`config.mk`:
```
export PLATFORM = sky130hd
export DESIGN_NAME = rx_accept_filter
export DESIGN_NICKNAME = d
export VERILOG_FILES = /design/src/rtl/rx_accept_filter.sv
export SDC_FILE = /design/constraint.sdc
export NUM_CORES = 1
export LEC_CHECK = 0
export ABC_AREA = 1
export BUFFER_PORTS_ARGS = -buffer_cell sky130_fd_sc_hd__buf_2
export CORE_UTILIZATION = 50
export CTS_CLUSTER_SIZE = 25
export DETAILED_ROUTE_END_ITERATION = 12
export HOLD_SLACK_MARGIN = 0.03
export PLACE_DENSITY = 0.73
export SETUP_SLACK_MARGIN = 0.4
export SYNTH_ARGS = -nofsm -noshare
export SYNTH_HDL_FRONTEND = slang
export SYNTH_SLANG_ARGS = --single-unit
```
`constraint.sdc`:
```
create_clock -name clk -period 2.4 [get_ports clk]
set_clock_uncertainty 0.15 [all_clocks]
set_input_delay 0.36 -clock clk [delete_from_list [all_inputs] [get_ports clk]]
set_output_delay 0.36 -clock clk [all_outputs]
set_load 0.05 [all_outputs]
```
`src/rtl/rx_accept_filter.sv`:
```
module rx_accept_filter #(
  parameter int ADDR_BYTES = 6,
  parameter int TAG_W      = 16,
  parameter int HASH_BITS  = 6
) (
  input  logic                    clk,
  input  logic                    rst_n,
  input  logic                    rx_valid,
  input  logic                    rx_sof,
  input  logic                    rx_eof,
  input  logic [7:0]              rx_data,
  input  logic [ADDR_BYTES*8-1:0] station_addr,
  input  logic [63:0]             logical_filter,
  input  logic                    mode_promisc,
  input  logic                    mode_no_bcast,
  input  logic                    mode_no_phys,
  input  logic                    ext_sel,
  input  logic                    ext_reject,
  input  logic                    ext_tag_valid,
  input  logic [TAG_W-1:0]        ext_tag,
  output logic                    dec_valid,
  output logic                    dec_accept,
  output logic [TAG_W-1:0]        dec_tag
);
  localparam int AW = ADDR_BYTES * 8;
  localparam int CW = $clog2(ADDR_BYTES + 1);

  function automatic logic [31:0] crc_byte(input logic [31:0] c, input logic [7:0] d);
    logic [31:0] r;
    r = c;
    for (int k = 0; k < 8; k++)
      r = {r[30:0], 1'b0} ^ ((r[31] ^ d[k]) ? 32'h04C1_1DB7 : 32'h0);
    return r;
  endfunction

  logic             busy, rej_seen;
  logic [CW-1:0]    cnt;
  logic [AW-1:0]    da;
  logic [31:0]      crc;
  logic [TAG_W-1:0] tag_q;

  wire win      = busy && (cnt == CW'(ADDR_BYTES));
  wire is_bcast = &da;
  wire phys_hit = !mode_no_phys && (da == station_addr);
  wire bc_hit   = !mode_no_bcast && is_bcast;
  wire [HASH_BITS-1:0] hash_idx = crc[31 -: HASH_BITS];
  wire laf_hit  = da[0] && !is_bcast && logical_filter[hash_idx];
  wire int_hit  = phys_hit || bc_hit || laf_hit;
  wire int_off  = !mode_promisc && mode_no_bcast && mode_no_phys && (logical_filter == 64'd0);
  wire rej_now  = rej_seen || ext_reject;
  wire accept_now = mode_promisc || int_hit || (ext_sel && int_off && !rej_now);

  always_ff @(posedge clk or negedge rst_n) begin
    if (!rst_n) begin
      busy <= 1'b0; rej_seen <= 1'b0; cnt <= '0; da <= '0; crc <= '1; tag_q <= '0;
      dec_valid <= 1'b0; dec_accept <= 1'b0; dec_tag <= '0;
    end else begin
      dec_valid <= 1'b0;
      if (win && ext_reject) rej_seen <= 1'b1;
      if (win && ext_tag_valid) tag_q <= ext_tag;
      if (rx_valid && rx_sof) begin
        busy     <= !rx_eof;
        cnt      <= CW'(1);
        da       <= {{(AW-8){1'b0}}, rx_data};
        crc      <= crc_byte(32'hFFFF_FFFF, rx_data);
        rej_seen <= 1'b0;
        tag_q    <= '0;
        if (rx_eof) begin
          dec_valid <= 1'b1; dec_accept <= 1'b0; dec_tag <= '0;
        end
      end else if (rx_valid && busy) begin
        if (!win) begin
          da[{cnt, 3'b000} +: 8] <= rx_data;
          crc <= crc_byte(crc, rx_data);
          cnt <= cnt + CW'(1);
        end
        if (rx_eof) begin
          busy       <= 1'b0;
          dec_valid  <= 1'b1;
          dec_accept <= win && accept_now;
          dec_tag    <= (win && ext_tag_valid) ? ext_tag : tag_q;
        end
      end
    end
  end

  AST_PROMISC_ALL: assert property (@(posedge clk) disable iff (!rst_n)
    (rx_valid && rx_eof && !rx_sof && win && mode_promisc) |=> (dec_valid && dec_accept));
  AST_NOEXT_OFF_REJECT: assert property (@(posedge clk) disable iff (!rst_n)
    (rx_valid && rx_eof && !ext_sel && !mode_promisc && mode_no_bcast && mode_no_phys
     && logical_filter == 64'd0) |=> (dec_valid && !dec_accept));
  AST_EXT_ONLY_PASS: assert property (@(posedge clk) disable iff (!rst_n)
    (rx_valid && rx_eof && !rx_sof && win && ext_sel && int_off && !rej_seen && !ext_reject)
    |=> dec_accept);
  AST_RUNT_REJECT: assert property (@(posedge clk) disable iff (!rst_n)
    (rx_valid && rx_eof && (rx_sof || !win)) |=> (dec_valid && !dec_accept));
  AST_DEC_AFTER_EOF: assert property (@(posedge clk) disable iff (!rst_n)
    dec_valid |-> $past(rx_valid && rx_eof));
  AST_REJ_WINDOW: assert property (@(posedge clk) disable iff (!rst_n)
    (!win && !(rx_valid && rx_sof)) |=> $stable(rej_seen) || !busy);
endmodule

```
==> results summary <==
The total of fill cells in the finished design is approximately 1300. between 150 and 200 I/O pins were placed. The total via count in the routed design is around 9300.

In this run the core area contains 47 standard-cell rows. IR analysis of the VDD net gives a maximum drop of slightly above 0.8 mV. The number of cells on the worst reg-to-reg path is 8.

The relative max-transition margin is 0.597. The mean instance size in the synthesized netlist is approximately 6.9 sq um. The worst hold path belongs to the class in -> reg. The number of warnings reported in the yosys synthesis log came out at 0.

The launch point of the worst reg-to-reg path is crc[31]$_DFFE_PN1P_. The top cell types in the final layout, fill and taps aside, are nand2_1 (320), buf_2 (163), nor2_1 (119). The highest clock frequency the design can meet is 0.475 GHz. The cell depth of the worst min-delay path came out at 3. The global-route wire length before repair is roughly 43 mm. The placeable core region is roughly 17000 sq um. The arrival time of data at the critical path endpoint is around 2.3 ns. Measured along the y axis, the die boundary spans 132 um. The number of antenna diodes is 0.

The number of nets in the synthesized netlist is ~1400. The share of total power dissipated in the clock network is 0.189. Setup repair after global routing could not meet its margin everywhere. The final-stage net count came out at 1609. The sum of negative setup slack is 0 ns. The slack of the worst reg-to-reg path came out at approximately 0.30 ns. The library cell used most frequently in the layout, excluding fill and tap cells, is nand2_1.

The number of standard cells after synthesis came out at between 1000 and 1500. At the later pin of the worst-skew pair, clock insertion delay measures 0.43 ns. The total overflow left after global routing is 0.

Of all nets on the critical path, the largest fanout is 8. Counting flops with an async set or reset pin after synthesis yields a share of 1.00. STA classifies the critical path endpoint as a flop. The number of setup violations in the final report came out at 0. The number of library cell types mapped by synthesis came out at 42.

The reported max-cap violation count is 0. TritonCTS built the clock tree. The all-layer global routing usage came out at 0.310. Cell internal power was estimated by the tool at 7.81 mW. The total buffers and inverters traversed by the critical path came out at 1. Counting stages on the worst path, the most repeated cell is xnor2_1. In this run the power spent charging and discharging nets is between 6 and 7 mW. The maximum number of pins on one net before global-route repair came out at between 50 and 60.

The die covers between 15000 and 20000 sq um. The total DRC errors in the routed layout came out at 0. The count of antenna-violating nets left after detailed routing is 0. The worst setup path is of the reg -> reg kind. The final hold violation count is 0. The post-place instance area came out at a little under 10000 sq um. The endpoint of the lowest-slack register-to-register path is crc[13]$_DFFE_PN1P_. The analysis attributes to cell leakage a power of roughly 5.7 nW. By area the synthesized netlist is led by dfrtp_1 (26%), nand2_1 (16%), dfstp_2 (9.9%), nand3_1 (6.9%), xor2_1 (6.1%). The detailed placer's ending HPWL is about 19 mm. The CTS sink count is between 100 and 150. The slowest cell on the critical path is dfstp_2. Among all flip-flop cells after synthesis, the most frequent one is dfrtp_1. The chip width is around 130 um. The share of total power dissipated in sequential elements is 0.223. The proportion of layout cells with a drive suffix above 1 came out at 0.325.

After detailed routing, the average wire length per cell comes to between 15 and 20 um. The worst hold path begins at ext_tag[8]. The worst hold path terminates at tag_q[8]$_DFF_PN0_. The top-area cell type share of the netlist area is 0.257. The minimum hold slack came out at 0.0844 ns. The worst path in the final design needs a cycle of approximately 2.1 ns, including I/O delays and setup.

The post-route total power came out at 14.0 mW. The clock passes through at most 2 buffers. For the pin with the worst max-slew slack, the measured transition is between 0.6 and 0.7 ns. The detailed router's first-iteration violation count is ~970. The delay of the slowest cell on the worst path is roughly 0.64 ns.

Of the total power, combinational logic draws 0.588. Of the total power, the share spent switching nets is 0.443. In this run the tool buffered the top-level ports with about 160 buffer cells.

Clock tree synthesis selected as its root buffer the cell clkbuf_16. The number of buffers added by the clock tree synthesis step came out at 17. The data required time at the worst endpoint came out at 2.61 ns.

The number of global-route vias before repair came out at about 8600. The H-tree depth is 4. The mean number of vias per cell came out at around 5.5. The initial utilization of the core area, before any placement, comes to 0.512. The final-report max-slew violation count is 0. After clock tree synthesis, the clock-pin slew on the worst setup and hold paths is 0.06 ns. The launching element type of the critical path is a flop. The sequential standard cell area came out at about 3000 sq um.

Walking the worst path, the cells encountered are xnor2_1 -> nand2_1 -> nand2_4 -> buf_12 -> xnor2_1 -> xor2_1 -> nor2_1 -> o21ai_1. The number of optimization iterations in the first detailed-route pass is 7. The run finished with clean final reports.

The synthesized design spends more area on one cell type than any other, namely dfrtp_1. In this design, the largest share of critical-path delay is due to flip-flops. The post-layout utilization of the core is 0.700. The area of all placed cells without fillers is 11600 sq um.

The number of enable-type register cells in the synthesized netlist is 0. The total wire length after detailed routing is about 28 mm. The area added between synthesis and finish came out at 36.8%.

The cell area after technology mapping is 8480 sq um. Summing all multi-input logic gate instances after layout gives about 5400 sq um. The number of antenna violations at the first check in global routing is 0. Of the available clock period, the critical path in the final layout requires 0.877. The share of synthesized area occupied by flip-flops and latches is 0.356. The final RePlAce weighted congestion came out at ~0.92. The flip-flop and latch count after synthesis is roughly 120.

The power per cell area came out at roughly 1200 nW/um^2.
-- final cells by class --
| class | count | share of cell area |
|---|---|---|
| clock buffer | 21 | 0.0405 |
| inverter | 138 | 0.0487 |
| clock inverter | 10 | 0.0124 |
| sequential | 119 | 0.260 |
| tap | 220 | 0.0237 |
| timing repair buffer | 254 | 0.147 |
| timing repair inverter | 2 | 0.00140 |
| multi-input combinational | 924 | 0.466 |
-- cells by family after synthesis --
kind of cell | after synthesis | share of synthesized area
simple gates | 666 | 0.332
buf+inv | 183 | 0.0883
compound gates | 150 | 0.0975
flops | 119 | 0.356
xor+xnor | 102 | 0.117
fa+ha+maj | 6 | 0.00885
-- metal layers --
| layer | routed length, um | part of all wire | up-vias | GRT usage |
|---|---|---|---|---|
| met1 | 11300 | 0.40 | 4302 | 0.413 |
| li1 | - | - | 4377 | - |
| met4 | 1170 | 0.041 | 2 | 0.136 |
| met2 | 13200 | 0.47 | 555 | 0.491 |
| met5 | 49 | 0.0017 | - | 0 |
| met3 | 2630 | 0.093 | 107 | 0.0584 |
-- worst register-to-register path, delay by kind of cell (launching register included) --
| kind | cells | cell delay (ns) |
|---|---|---|
| XOR/XNOR | 3 | 0.52 |
| flip-flops | 1 | 0.64 |
| buffers and inverters | 1 | 0.15 |
| AO/OA/AOI/OAI | 1 | 0.15 |
| AND/OR/NAND/NOR | 3 | 0.42 |
-- through the flow --
stage	std cells	setup WS, ns
after floorplan	1226	0.287
after global placement	1594	0.178
after CTS	1650	0.396
final	1688	0.296
after detailed placement	1594	0.106
after global routing	1688	0.234
-- Yosys cell counts (8+ instances only) --
master and instances:
a21oi_1 22, a31oi_1 12, buf_2 15, clkbuf_1 20
dfrtp_1 87, dfstp_2 32, inv_1 121, inv_2 13
nand2_1 354, nand2_2 11, nand3_1 117, nand4_1 20
nor2_1 127, nor3_1 23, o21ai_0 80, o21ai_1 8
o22ai_1 15, xnor2_1 34, xor2_1 59
-- worst max-delay path by stage --
stage | start | end | slack (ns) | cells after the start
2_1_floorplan | cnt[0]$_DFFE_PN0P_ | da[19]$_DFFE_PN0P_ | 0.29 | 11
3_3_place_gp | rx_data[2] | crc[7]$_DFFE_PN1P_ | 0.18 | 10
3_5_place_dp | cnt[0]$_DFFE_PN0P_ | da[4]$_DFFE_PN0P_ | 0.11 | 10
4_1_cts | cnt[1]$_DFFE_PN0P_ | da[22]$_DFFE_PN0P_ | 0.40 | 10
6_report | crc[31]$_DFFE_PN1P_ | crc[13]$_DFFE_PN1P_ | 0.30 | 8
5_1_grt | crc[31]$_DFFE_PN1P_ | crc[13]$_DFFE_PN1P_ | 0.23 | 8
-- registers in the layout (all words and copies together) (netlist names) --
signal	flops
crc	32
dec_valid	1
dec_tag	16
rej_seen	1
busy	1
dec_accept	1
tag_q	16
da	48
cnt	3
-- timing repair --
| action | 4_1_cts | 5_1_grt |
|---|---|---|
| setup buffers | 21 | 34 |
| hold buffers | 1 | 0 |
| pin swaps | 9 | 44 |
| hold endpoints to repair | 43 | 0 |
| cloned | 3 | 4 |
| gates resized for setup | 31 | 152 |
| endpoints found under the setup margin | 76 | 74 |
-- power groups by stage --
stage | logic, mW | registers, mW | clock network (mW)
after global routing | 8.93 | 3.17 | 2.75
final | 8.24 | 3.13 | 2.66
after floorplan | 4.52 | 3.04 | 0
after CTS | 6.55 | 3.09 | 2.67
after detailed placement | 5.82 | 3.11 | 0
after global placement | 5.74 | 3.09 | 0
No activity file was read; power rests on OpenSTA's default activity.
